==> config.mk <==
export PLATFORM = sky130hd
export DESIGN_NAME = ddr_mode_decoder
export DESIGN_NICKNAME = d
export VERILOG_FILES = /design/src/rtl/ddr_mr_pkg.sv /design/src/rtl/mr_field_decode.sv /design/src/rtl/mr_seq_tracker.sv /design/src/rtl/mr_config_reg.sv /design/src/rtl/ddr_mode_decoder.sv
export SDC_FILE = /design/constraint.sdc
export NUM_CORES = 1
export LEC_CHECK = 0
export BUFFER_PORTS_ARGS = -buffer_cell sky130_fd_sc_hd__clkbuf_2
export CELL_PAD_IN_SITES_DETAIL_PLACEMENT = 1
export CELL_PAD_IN_SITES_GLOBAL_PLACEMENT = 1
export CORE_UTILIZATION = 33
export DETAILED_ROUTE_END_ITERATION = 10
export PLACE_DENSITY = 0.89
export SLEW_MARGIN = 20
export SYNTH_ARGS = -nofsm -noshare
export SYNTH_HDL_FRONTEND = slang
export SYNTH_SLANG_ARGS = --single-unit
==> constraint.sdc <==
create_clock -name clk -period 1.2 [get_ports clk]
set_input_delay 0.24 -clock clk [delete_from_list [all_inputs] [get_ports clk]]
set_output_delay 0.24 -clock clk [all_outputs]
set_load 0.02 [all_outputs]
==> src/rtl/ddr_mr_pkg.sv <==
package ddr_mr_pkg;

  localparam int MR_ADDR_W   = 14;
  localparam int MR_MODE_LSB = 7;
  localparam int MR_DLL_BIT  = 8;
  localparam int MR_BL_LSB   = 0;
  localparam int MR_BL_W     = 3;
  localparam int MR_BT_BIT   = 3;
  localparam int MR_LAT_LSB  = 4;
  localparam int MR_LAT_W    = 3;
  localparam int MR_BLEN_W   = 4;
  localparam int MR_LATH_W   = 3;

  typedef enum logic [1:0] {
    MR_KIND_NORMAL   = 2'd0,
    MR_KIND_DLL_RST  = 2'd1,
    MR_KIND_RESERVED = 2'd2
  } mr_kind_e;

  typedef struct packed {
    logic [MR_BLEN_W-1:0] burst_len;
    logic                 interleave;
    logic [MR_LATH_W-1:0] lat_half;
  } mr_cfg_t;

  // Burst-length code legality and beat count.
  function automatic logic bl_code_legal(input logic [MR_BL_W-1:0] code);
    return (code == 3'd1) || (code == 3'd2) || (code == 3'd3);
  endfunction

  function automatic logic [MR_BLEN_W-1:0] bl_beats(input logic [MR_BL_W-1:0] code);
    logic [MR_BLEN_W-1:0] beats;
    case (code)
      3'd1:    beats = 4'd2;
      3'd2:    beats = 4'd4;
      3'd3:    beats = 4'd8;
      default: beats = 4'd2;
    endcase
    return beats;
  endfunction

  // Latency code legality and value in half clocks.
  function automatic logic lat_code_legal(input logic [MR_LAT_W-1:0] code);
    return (code == 3'd2) || (code == 3'd3) || (code == 3'd5) || (code == 3'd6);
  endfunction

  function automatic logic [MR_LATH_W-1:0] lat_halves(input logic [MR_LAT_W-1:0] code);
    logic [MR_LATH_W-1:0] h;
    case (code)
      3'd5:    h = 3'd3;
      3'd2:    h = 3'd4;
      3'd6:    h = 3'd5;
      3'd3:    h = 3'd6;
      default: h = 3'd4;
    endcase
    return h;
  endfunction

  function automatic mr_cfg_t cfg_reset_value();
    mr_cfg_t c;
    c.burst_len  = 4'd2;
    c.interleave = 1'b0;
    c.lat_half   = 3'd4;
    return c;
  endfunction

endpackage

==> src/rtl/mr_field_decode.sv <==
module mr_field_decode
  import ddr_mr_pkg::*;
#(
  parameter int ADDR_W   = MR_ADDR_W,
  parameter int MODE_LSB = MR_MODE_LSB,
  parameter int DLL_BIT  = MR_DLL_BIT
) (
  input  logic [ADDR_W-1:0] addr,
  output mr_kind_e          kind,
  output logic              low_legal,
  output mr_cfg_t           cfg_new
);

  localparam int UPPER_W = ADDR_W - MODE_LSB;

  logic [UPPER_W-1:0] stray_bit;

  // Every upper bit except the DLL-reset bit must be zero.
  for (genvar gi = 0; gi < UPPER_W; gi++) begin : g_upper
    if (gi + MODE_LSB == DLL_BIT) begin : g_dll
      assign stray_bit[gi] = 1'b0;
    end else begin : g_zero
      assign stray_bit[gi] = addr[gi + MODE_LSB];
    end
  end

  logic [MR_BL_W-1:0]  bl_code;
  logic [MR_LAT_W-1:0] lat_code;

  assign bl_code  = addr[MR_BL_LSB  +: MR_BL_W];
  assign lat_code = addr[MR_LAT_LSB +: MR_LAT_W];

  always_comb begin
    if (|stray_bit)          kind = MR_KIND_RESERVED;
    else if (addr[DLL_BIT])  kind = MR_KIND_DLL_RST;
    else                     kind = MR_KIND_NORMAL;
  end

  assign low_legal = bl_code_legal(bl_code) && lat_code_legal(lat_code);

  always_comb begin
    cfg_new.burst_len  = bl_beats(bl_code);
    cfg_new.interleave = addr[MR_BT_BIT];
    cfg_new.lat_half   = lat_halves(lat_code);
  end

endmodule

==> src/rtl/mr_seq_tracker.sv <==
module mr_seq_tracker (
  input  logic clk,
  input  logic rst_n,
  input  logic cmd_seen,
  input  logic wr_normal_ok,
  input  logic wr_dll_ok,
  output logic pending,
  output logic violation
);

  logic pending_d;
  logic violation_d;

  always_comb begin
    violation_d = pending && cmd_seen && !wr_normal_ok;
    pending_d   = pending;
    if (wr_dll_ok)         pending_d = 1'b1;
    else if (wr_normal_ok) pending_d = 1'b0;
  end

  always_ff @(posedge clk or negedge rst_n) begin
    if (!rst_n) begin
      pending   <= 1'b0;
      violation <= 1'b0;
    end else begin
      pending   <= pending_d;
      violation <= violation_d;
    end
  end

endmodule

==> src/rtl/mr_config_reg.sv <==
module mr_config_reg
  import ddr_mr_pkg::*;
(
  input  logic    clk,
  input  logic    rst_n,
  input  logic    wr_accept,
  input  logic    wr_dll_ok,
  input  logic    wr_reserved,
  input  mr_cfg_t cfg_new,
  output mr_cfg_t cfg_q,
  output logic    dll_pulse,
  output logic    err_pulse
);

  always_ff @(posedge clk or negedge rst_n) begin
    if (!rst_n) begin
      cfg_q     <= cfg_reset_value();
      dll_pulse <= 1'b0;
      err_pulse <= 1'b0;
    end else begin
      if (wr_accept) cfg_q <= cfg_new;
      dll_pulse <= wr_dll_ok;
      err_pulse <= wr_reserved;
    end
  end

endmodule

==> src/rtl/ddr_mode_decoder.sv <==
module ddr_mode_decoder
  import ddr_mr_pkg::*;
#(
  parameter int ADDR_W   = MR_ADDR_W,
  parameter int MODE_LSB = MR_MODE_LSB,
  parameter int DLL_BIT  = MR_DLL_BIT
) (
  input  logic                 clk,
  input  logic                 rst_n,
  input  logic                 mrs_stb,
  input  logic                 other_cmd_stb,
  input  logic [ADDR_W-1:0]    addr,
  output logic [MR_BLEN_W-1:0] burst_len,
  output logic                 burst_interleave,
  output logic [MR_LATH_W-1:0] rd_lat_half,
  output logic                 dll_reset_pulse,
  output logic                 dll_pending,
  output logic                 reserved_err,
  output logic                 seq_violation
);

  mr_kind_e kind;
  logic     low_legal;
  mr_cfg_t  cfg_new;
  mr_cfg_t  cfg_q;

  // Named internal events, observed by the bound checker.
  logic wr_accept;
  logic wr_normal_ok;
  logic wr_dll_ok;
  logic wr_reserved;
  logic cmd_seen;

  mr_field_decode #(
    .ADDR_W  (ADDR_W),
    .MODE_LSB(MODE_LSB),
    .DLL_BIT (DLL_BIT)
  ) u_decode (
    .addr     (addr),
    .kind     (kind),
    .low_legal(low_legal),
    .cfg_new  (cfg_new)
  );

  assign wr_accept    = mrs_stb && low_legal && (kind != MR_KIND_RESERVED);
  assign wr_normal_ok = wr_accept && (kind == MR_KIND_NORMAL);
  assign wr_dll_ok    = wr_accept && (kind == MR_KIND_DLL_RST);
  assign wr_reserved  = mrs_stb && !wr_accept;
  assign cmd_seen     = mrs_stb || other_cmd_stb;

  mr_seq_tracker u_seq (
    .clk         (clk),
    .rst_n       (rst_n),
    .cmd_seen    (cmd_seen),
    .wr_normal_ok(wr_normal_ok),
    .wr_dll_ok   (wr_dll_ok),
    .pending     (dll_pending),
    .violation   (seq_violation)
  );

  mr_config_reg u_cfg (
    .clk        (clk),
    .rst_n      (rst_n),
    .wr_accept  (wr_accept),
    .wr_dll_ok  (wr_dll_ok),
    .wr_reserved(wr_reserved),
    .cfg_new    (cfg_new),
    .cfg_q      (cfg_q),
    .dll_pulse  (dll_reset_pulse),
    .err_pulse  (reserved_err)
  );

  assign burst_len        = cfg_q.burst_len;
  assign burst_interleave = cfg_q.interleave;
  assign rd_lat_half      = cfg_q.lat_half;

endmodule

==> results of run 1 <==
## cell type report
type,instances,area [µm²]
fill,170,574
inverter,2,7.51
timing repair buffer,42,290
multi-input combinational,34,363
sequential,11,278
clock buffer,4,26.3
tap,16,20.0
## power groups by stage
stage | combinational (mW) | sequential (mW) | clock (mW)
after floorplan | 0.0432 | 0.401 | 0
after global placement | 0.120 | 0.391 | 0
after detailed placement | 0.126 | 0.391 | 0
after CTS | 0.144 | 0.385 | 0.266
after global routing | 0.171 | 0.386 | 0.284
final | 0.158 | 0.385 | 0.261
## through the flow
step	TNS [ns]	hold WS, ns
floorplan	-5.56	-0.0556
global placement	-5.93	0.129
detailed placement	-6.24	0.140
CTS	-2.97	0.199
global route	-3.04	0.194
finish	-2.88	0.200
## sequential cells by signal (all words and copies together), names as in the netlist
name / count
u_cfg.err_pulse: 1
u_cfg.cfg_q: 7
u_seq.violation: 1
u_cfg.dll_pulse: 1
u_seq.pending: 1
## worst min-delay path by stage
stage / slack (ns) / cells after the start / startpoint / end
final: 0.20 / 2 / addr[3] / u_cfg.cfg_q[3]
after global placement: 0.13 / 1 / rst_n / u_cfg.dll_pulse
after detailed placement: 0.14 / 1 / rst_n / u_seq.pending
after CTS: 0.20 / 3 / addr[8] / u_seq.violation
after global routing: 0.19 / 2 / addr[3] / u_cfg.cfg_q[3]
after floorplan: -0.06 / 0 / rst_n / u_cfg.cfg_q[0]
## synthesized netlist by cell type
| cell | instances |
|---|---|
| inv_1 | 2 |
| nand2b_1 | 3 |
| or4b_1 | 1 |
| nor4_1 | 2 |
| and2_1 | 1 |
| conb_1 | 1 |
| a21oi_1 | 1 |
| or4_1 | 2 |
| and2b_1 | 1 |
| buf_4 | 1 |
| o31ai_1 | 1 |
| dfrtp_1 | 9 |
| buf_1 | 1 |
| nand3_1 | 1 |
| a2bb2oi_1 | 2 |
| nor2_1 | 3 |
| nand2_1 | 1 |
| o41ai_1 | 2 |
| mux2_2 | 5 |
| dfstp_2 | 2 |
| o21ai_0 | 4 |
| a21bo_2 | 1 |
| a2111oi_4 | 1 |
| buf_2 | 1 |
| nand3b_1 | 1 |
## logic make-up after synthesis
kind of cell,Yosys count,synth area share
muxes,5,0.0998
AOI/OAI and AO/OA,12,0.186
DFF,11,0.492
buffers and inverters,5,0.0421
and+or+nand+nor,16,0.173
other,1,0.00665
## layer usage
layer  GRT usage  wire length [µm]
met5           0                 0
met3      0.0250                45
met4       0.113                23
met2       0.361              1000
met1       0.234               675
## timing repair
action                     in CTS  in global routing
setup buffers                   2                  1
hold endpoints to repair        9                  0
pin swaps                       4                  7
hold buffers                    1                  0
setup endpoints to repair      13                 13
resized for setup              15                 13
==> reports/metrics.cfg, run 1 <==
[routing]
post_drt_via_cell_ratio = 5.22
drt_iter0_drc = 6
wirelength_um = 1750
drc = 4
avgRoutedWirePerCell_um = 16.0
dr_total_vias = 569
first_pass_iters = 6
antenna_left = 0

[setup_path]
crit_chain = clkbuf_2 > or4b_4 > a2111oi_4 > buf_6 > mux2_4
cp_num_cells = 5
critPathMaxStageDelay_ns = 0.56
worst_r2r_endpoint = u_cfg.cfg_q[2]
cp-start-kind = input port
required_ns = 1.36
critPathCapture = u_seq.pending
path_max_fanout = 6
rr_startpoint = u_cfg.cfg_q[2]
crit_path_start = addr[9]
r2r_cells = 3
cpMaxStageDelayCell = or4b_4
rrSetupSlack_ns = 0.32
worstPathArrival_ns = 1.71
crit_path_end_kind = flop
worstPathBufferInverterCount = 2
worstSetupPathType = in -> reg
crit_family = simple AND/OR/NAND/NOR gates

[power]
power.switching_mw = 0.221
power.total_mw = 0.805
clkPwrFrac = 0.325
p_int_mw = 0.583
peakVddDrop_mv = 0.800
pwr-share-comb = 0.196
p_leak_nw = 0.482
p_seq_frac = 0.479
powerDensity_nw_per_um2 = 817
p_sw_frac = 0.275

[yosys]
seq_area_frac_synth = 0.492
netlist_top_cells_area = dfrtp_1 40%, mux2_2 10%, dfstp_2 9.3%
yosys.area.top_type = dfrtp_1
syn_inst = 50
synth_fp_nets = 68
yosysUniqueCellTypes = 25
synth-seq-cells = 11
syn_area_per_cell_um2 = 11.3
netlist_area_um2 = 564
yosys_warnings = 0
synth_top_area_share = 0.399

[die]
dieWidth_um = 43.4
rows = 14
die_h_um = 43.4
coreArea_um2 = 1560
initial_utilization = 0.362
fp.dieArea_um2 = 1880
pin_count = 30

[clocking]
numCtsBuffers = 3
cts-root-buf = clkbuf_4
cts_tree = done
clk_pin_slew_worst_paths_ns = 0.07
ctsHtreeMaxLevel = 1
cts_num_sinks = 11
cts.path.max_buffers = 2
clk_latency_ns = 0.27

[sta]
min_period_ns = 1.55
hold_viol = 0
fin_ws_ns = -0.346
rsz0062_at_grt = yes
finClkSkew_ns = 0.000228
setup_viol = 11
final.period_utilization = 1.29
drv_slew = 0
max_freq_ghz = 0.647

[grt]
antenna_found_initial = 0
grt_max_degree = 12
grt_use_total = 0.202
grt_pass1_wl_um = 2710
gr-total-overflow = 0
grt_pass1_vias = 608

[final_layout]
fin_area_um2 = 985
syn_to_final_growth_pct = 74.5
layout_commonest_cell = clkbuf_2
antennaDiodeCount = 0
postLayoutCoreUtil = 0.632
finalNonFillerCells = 109
mostFrequentLayoutCells = 26 x clkbuf_2, 9 x dfrtp_1, 8 x buf_4
drive_above_1_share = 0.688
fin_nets = 112

[placement]
port-buffer-count = 28
dp_cells = 101
post-place-ws_ns = -0.648
detailed_place_hpwl_um = 1180
placed_area_um2 = 791
routabilityCongestion = 0.763

[min_path]
hold_path_class = in -> reg

[run_status]
violations = design-rule violations, negative setup slack
outcome = finished, violations left

[run]
drv_cap = 0

Note: power is estimated with default switching activity, not from simulation.
==> inputs of run 2 (changes only) <==
--- a/config.mk
+++ b/config.mk
@@ -8,9 +8,10 @@
 export BUFFER_PORTS_ARGS = -buffer_cell sky130_fd_sc_hd__clkbuf_2
 export CELL_PAD_IN_SITES_DETAIL_PLACEMENT = 1
 export CELL_PAD_IN_SITES_GLOBAL_PLACEMENT = 1
-export CORE_UTILIZATION = 33
+export CORE_MARGIN = 2
+export CORE_UTILIZATION = 28
 export DETAILED_ROUTE_END_ITERATION = 10
-export PLACE_DENSITY = 0.89
+export PLACE_DENSITY = 0.81
 export SLEW_MARGIN = 20
 export SYNTH_ARGS = -nofsm -noshare
 export SYNTH_HDL_FRONTEND = slang
==> constraint.sdc (replaced) <==
create_clock -name clk -period 1.3 [get_ports clk]
set_input_delay 0.26 -clock clk [delete_from_list [all_inputs] [get_ports clk]]
set_output_delay 0.26 -clock clk [all_outputs]
set_load 0.02 [all_outputs]
==> run 2 against run 1 <==
  * The run ends with negative setup slack left
  * Clock-buffer cell count stayed put
  * Combinational power decreased by 4%
  * Sequential power shrank 7.8%
  * Register-to-register slack improved by 0.08 ns
  * Clock skew hardly changed
  * Sequential share of layout area down 0.60 points
  * Largest cell class unchanged
  * Highest routed layer unchanged
==> reports/metrics.cfg, run 2 (synthesized netlist as in run 1, its figures left out) <==
[sta]
final.period_utilization = 1.20
rsz0062_at_grt = yes
max_freq_ghz = 0.641
hold_viol = 0
finClkSkew_ns = 0.000174
fin_ws_ns = -0.259
setup_viol = 11
min_period_ns = 1.56
drv_slew = 0

[run_status]
outcome = finished, violations left
violations = negative setup slack

[setup_path]
crit_path_end_kind = flop
r2r_cells = 3
worstSetupPathType = in -> reg
cpMaxStageDelayCell = or4_4
required_ns = 1.46
worstPathArrival_ns = 1.72
path_max_fanout = 6
rrSetupSlack_ns = 0.40
crit_family = simple AND/OR/NAND/NOR gates
worst_r2r_endpoint = u_cfg.cfg_q[0]
rr_startpoint = u_cfg.cfg_q[0]
critPathMaxStageDelay_ns = 0.55
worstPathBufferInverterCount = 2
crit_chain = clkbuf_2 > or4_4 > a2111oi_4 > buf_6 > mux2_4
cp-start-kind = input port

[placement]
port-buffer-count = 28
post-place-ws_ns = -0.586
routabilityCongestion = 0.813
detailed_place_hpwl_um = 1320

[grt]
grt_max_degree = 12
gr-total-overflow = 0
grt_use_total = 0.156
antenna_found_initial = 0
grt_pass1_wl_um = 2900
grt_pass1_vias = 678

[routing]
avgRoutedWirePerCell_um = 14.4
dr_total_vias = 575
dr_wl_met2_um = 1000
routed.top_layer = met4
drc = 0
wl_met3_um = 110
antenna_left = 0
m1WireLength_um = 638
wirelength_um = 1760
drt_iter0_drc = 4
post_drt_via_cell_ratio = 4.71
first_pass_iters = 2

[min_path]
hold_path.startpoint = addr[8]
hold_path_class = in -> reg
hold_depth = 3
hold_end = u_seq.violation

[clocking]
clk_latency_ns = 0.27
clk_pin_slew_worst_paths_ns = 0.07
cts_tree = done
cts.path.max_buffers = 2
cts-root-buf = clkbuf_4
cts_num_sinks = 11
ctsHtreeMaxLevel = 1
numCtsBuffers = 3

[final_layout]
fin_nets = 114
mostFrequentLayoutCells = 28 x clkbuf_2, 9 x dfrtp_1, 8 x buf_4
top_register = u_cfg.cfg_q
antennaDiodeCount = 0
layout_commonest_cell = clkbuf_2
syn_to_final_growth_pct = 78.3
postLayoutCoreUtil = 0.523
largest_reg_flops = 7
drive_above_1_share = 0.674

[die]
die_h_um = 48.9
initial_utilization = 0.294
rows = 16
dieWidth_um = 48.9
pin_count = 30
fp.dieArea_um2 = 2390
coreArea_um2 = 1920

[run]
drv_cap = 0

[power]
power.total_mw = 0.745
p_leak_nw = 0.496
peakVddDrop_mv = 0.643
powerDensity_nw_per_um2 = 741

## run 2: worst max path at each step
stage,start,to,slack (ns),cells after the start
2_1_floorplan,addr[9],u_cfg.cfg_q[3],-0.60,4
3_3_place_gp,addr[9],u_cfg.cfg_q[6],-0.54,5
3_5_place_dp,addr[9],u_cfg.cfg_q[7],-0.59,5
4_1_cts,addr[12],u_cfg.cfg_q[7],-0.26,5
5_1_grt,addr[12],u_cfg.cfg_q[7],-0.27,5
6_report,addr[12],u_cfg.cfg_q[7],-0.26,5
## run 2: where the power goes
part | internal (mW) | total, mW | switching, mW
Sequential | 0.351 | 0.355 | 0.00374
Clock | 0.119 | 0.239 | 0.120
Combinational | 0.0709 | 0.151 | 0.0804
Total | 0.541 | 0.745 | 0.204
## run 2: repair_timing
action                     CTS  global route
hold buffers                 1             0
buffers inserted             4             1
cloned                       0             0
setup endpoints to repair   11            11
pin swaps                    5             5
resized for setup           14             9
hold endpoints to repair     9             0
## run 2: layer usage
layer | vias to the layer above | GRT usage
met5 | - | 0
met4 | 0 | 0.0714
met3 | 2 | 0.0399
met2 | 21 | 0.311
met1 | 280 | 0.146
li1 | 272 | -
## run 2: per-stage QoR
| stage | instances | setup TNS, ns | instance area, µm² | hold WS, ns |
|---|---|---|---|---|
| 3_5_place_dp | 112 | -5.48 | 805 | 0.154 |
| 4_1_cts | 121 | -2.01 | 941 | 0.214 |
| 2_1_floorplan | 50 | -4.68 | 586 | -0.0356 |
| 3_3_place_gp | 112 | -5.05 | 805 | 0.150 |
| 6_report | 122 | -2.22 | 1010 | 0.211 |
| 5_1_grt | 122 | -2.47 | 1010 | 0.223 |
## run 2: worst register-to-register path, cell delays in order, from the launching register on
cell and delay [ns]:
dfrtp_1 0.40, nand2b_1 0.20, o41ai_4 0.08, a2bb2oi_2 0.09
## run 2: final cells by class
type | count | area [µm²]
clock buffer | 4 | 26.3
fill | 222 | 916
inverter | 2 | 7.51
multi-input combinational | 34 | 372
sequential | 11 | 278
tap | 27 | 33.8
timing repair buffer | 44 | 289
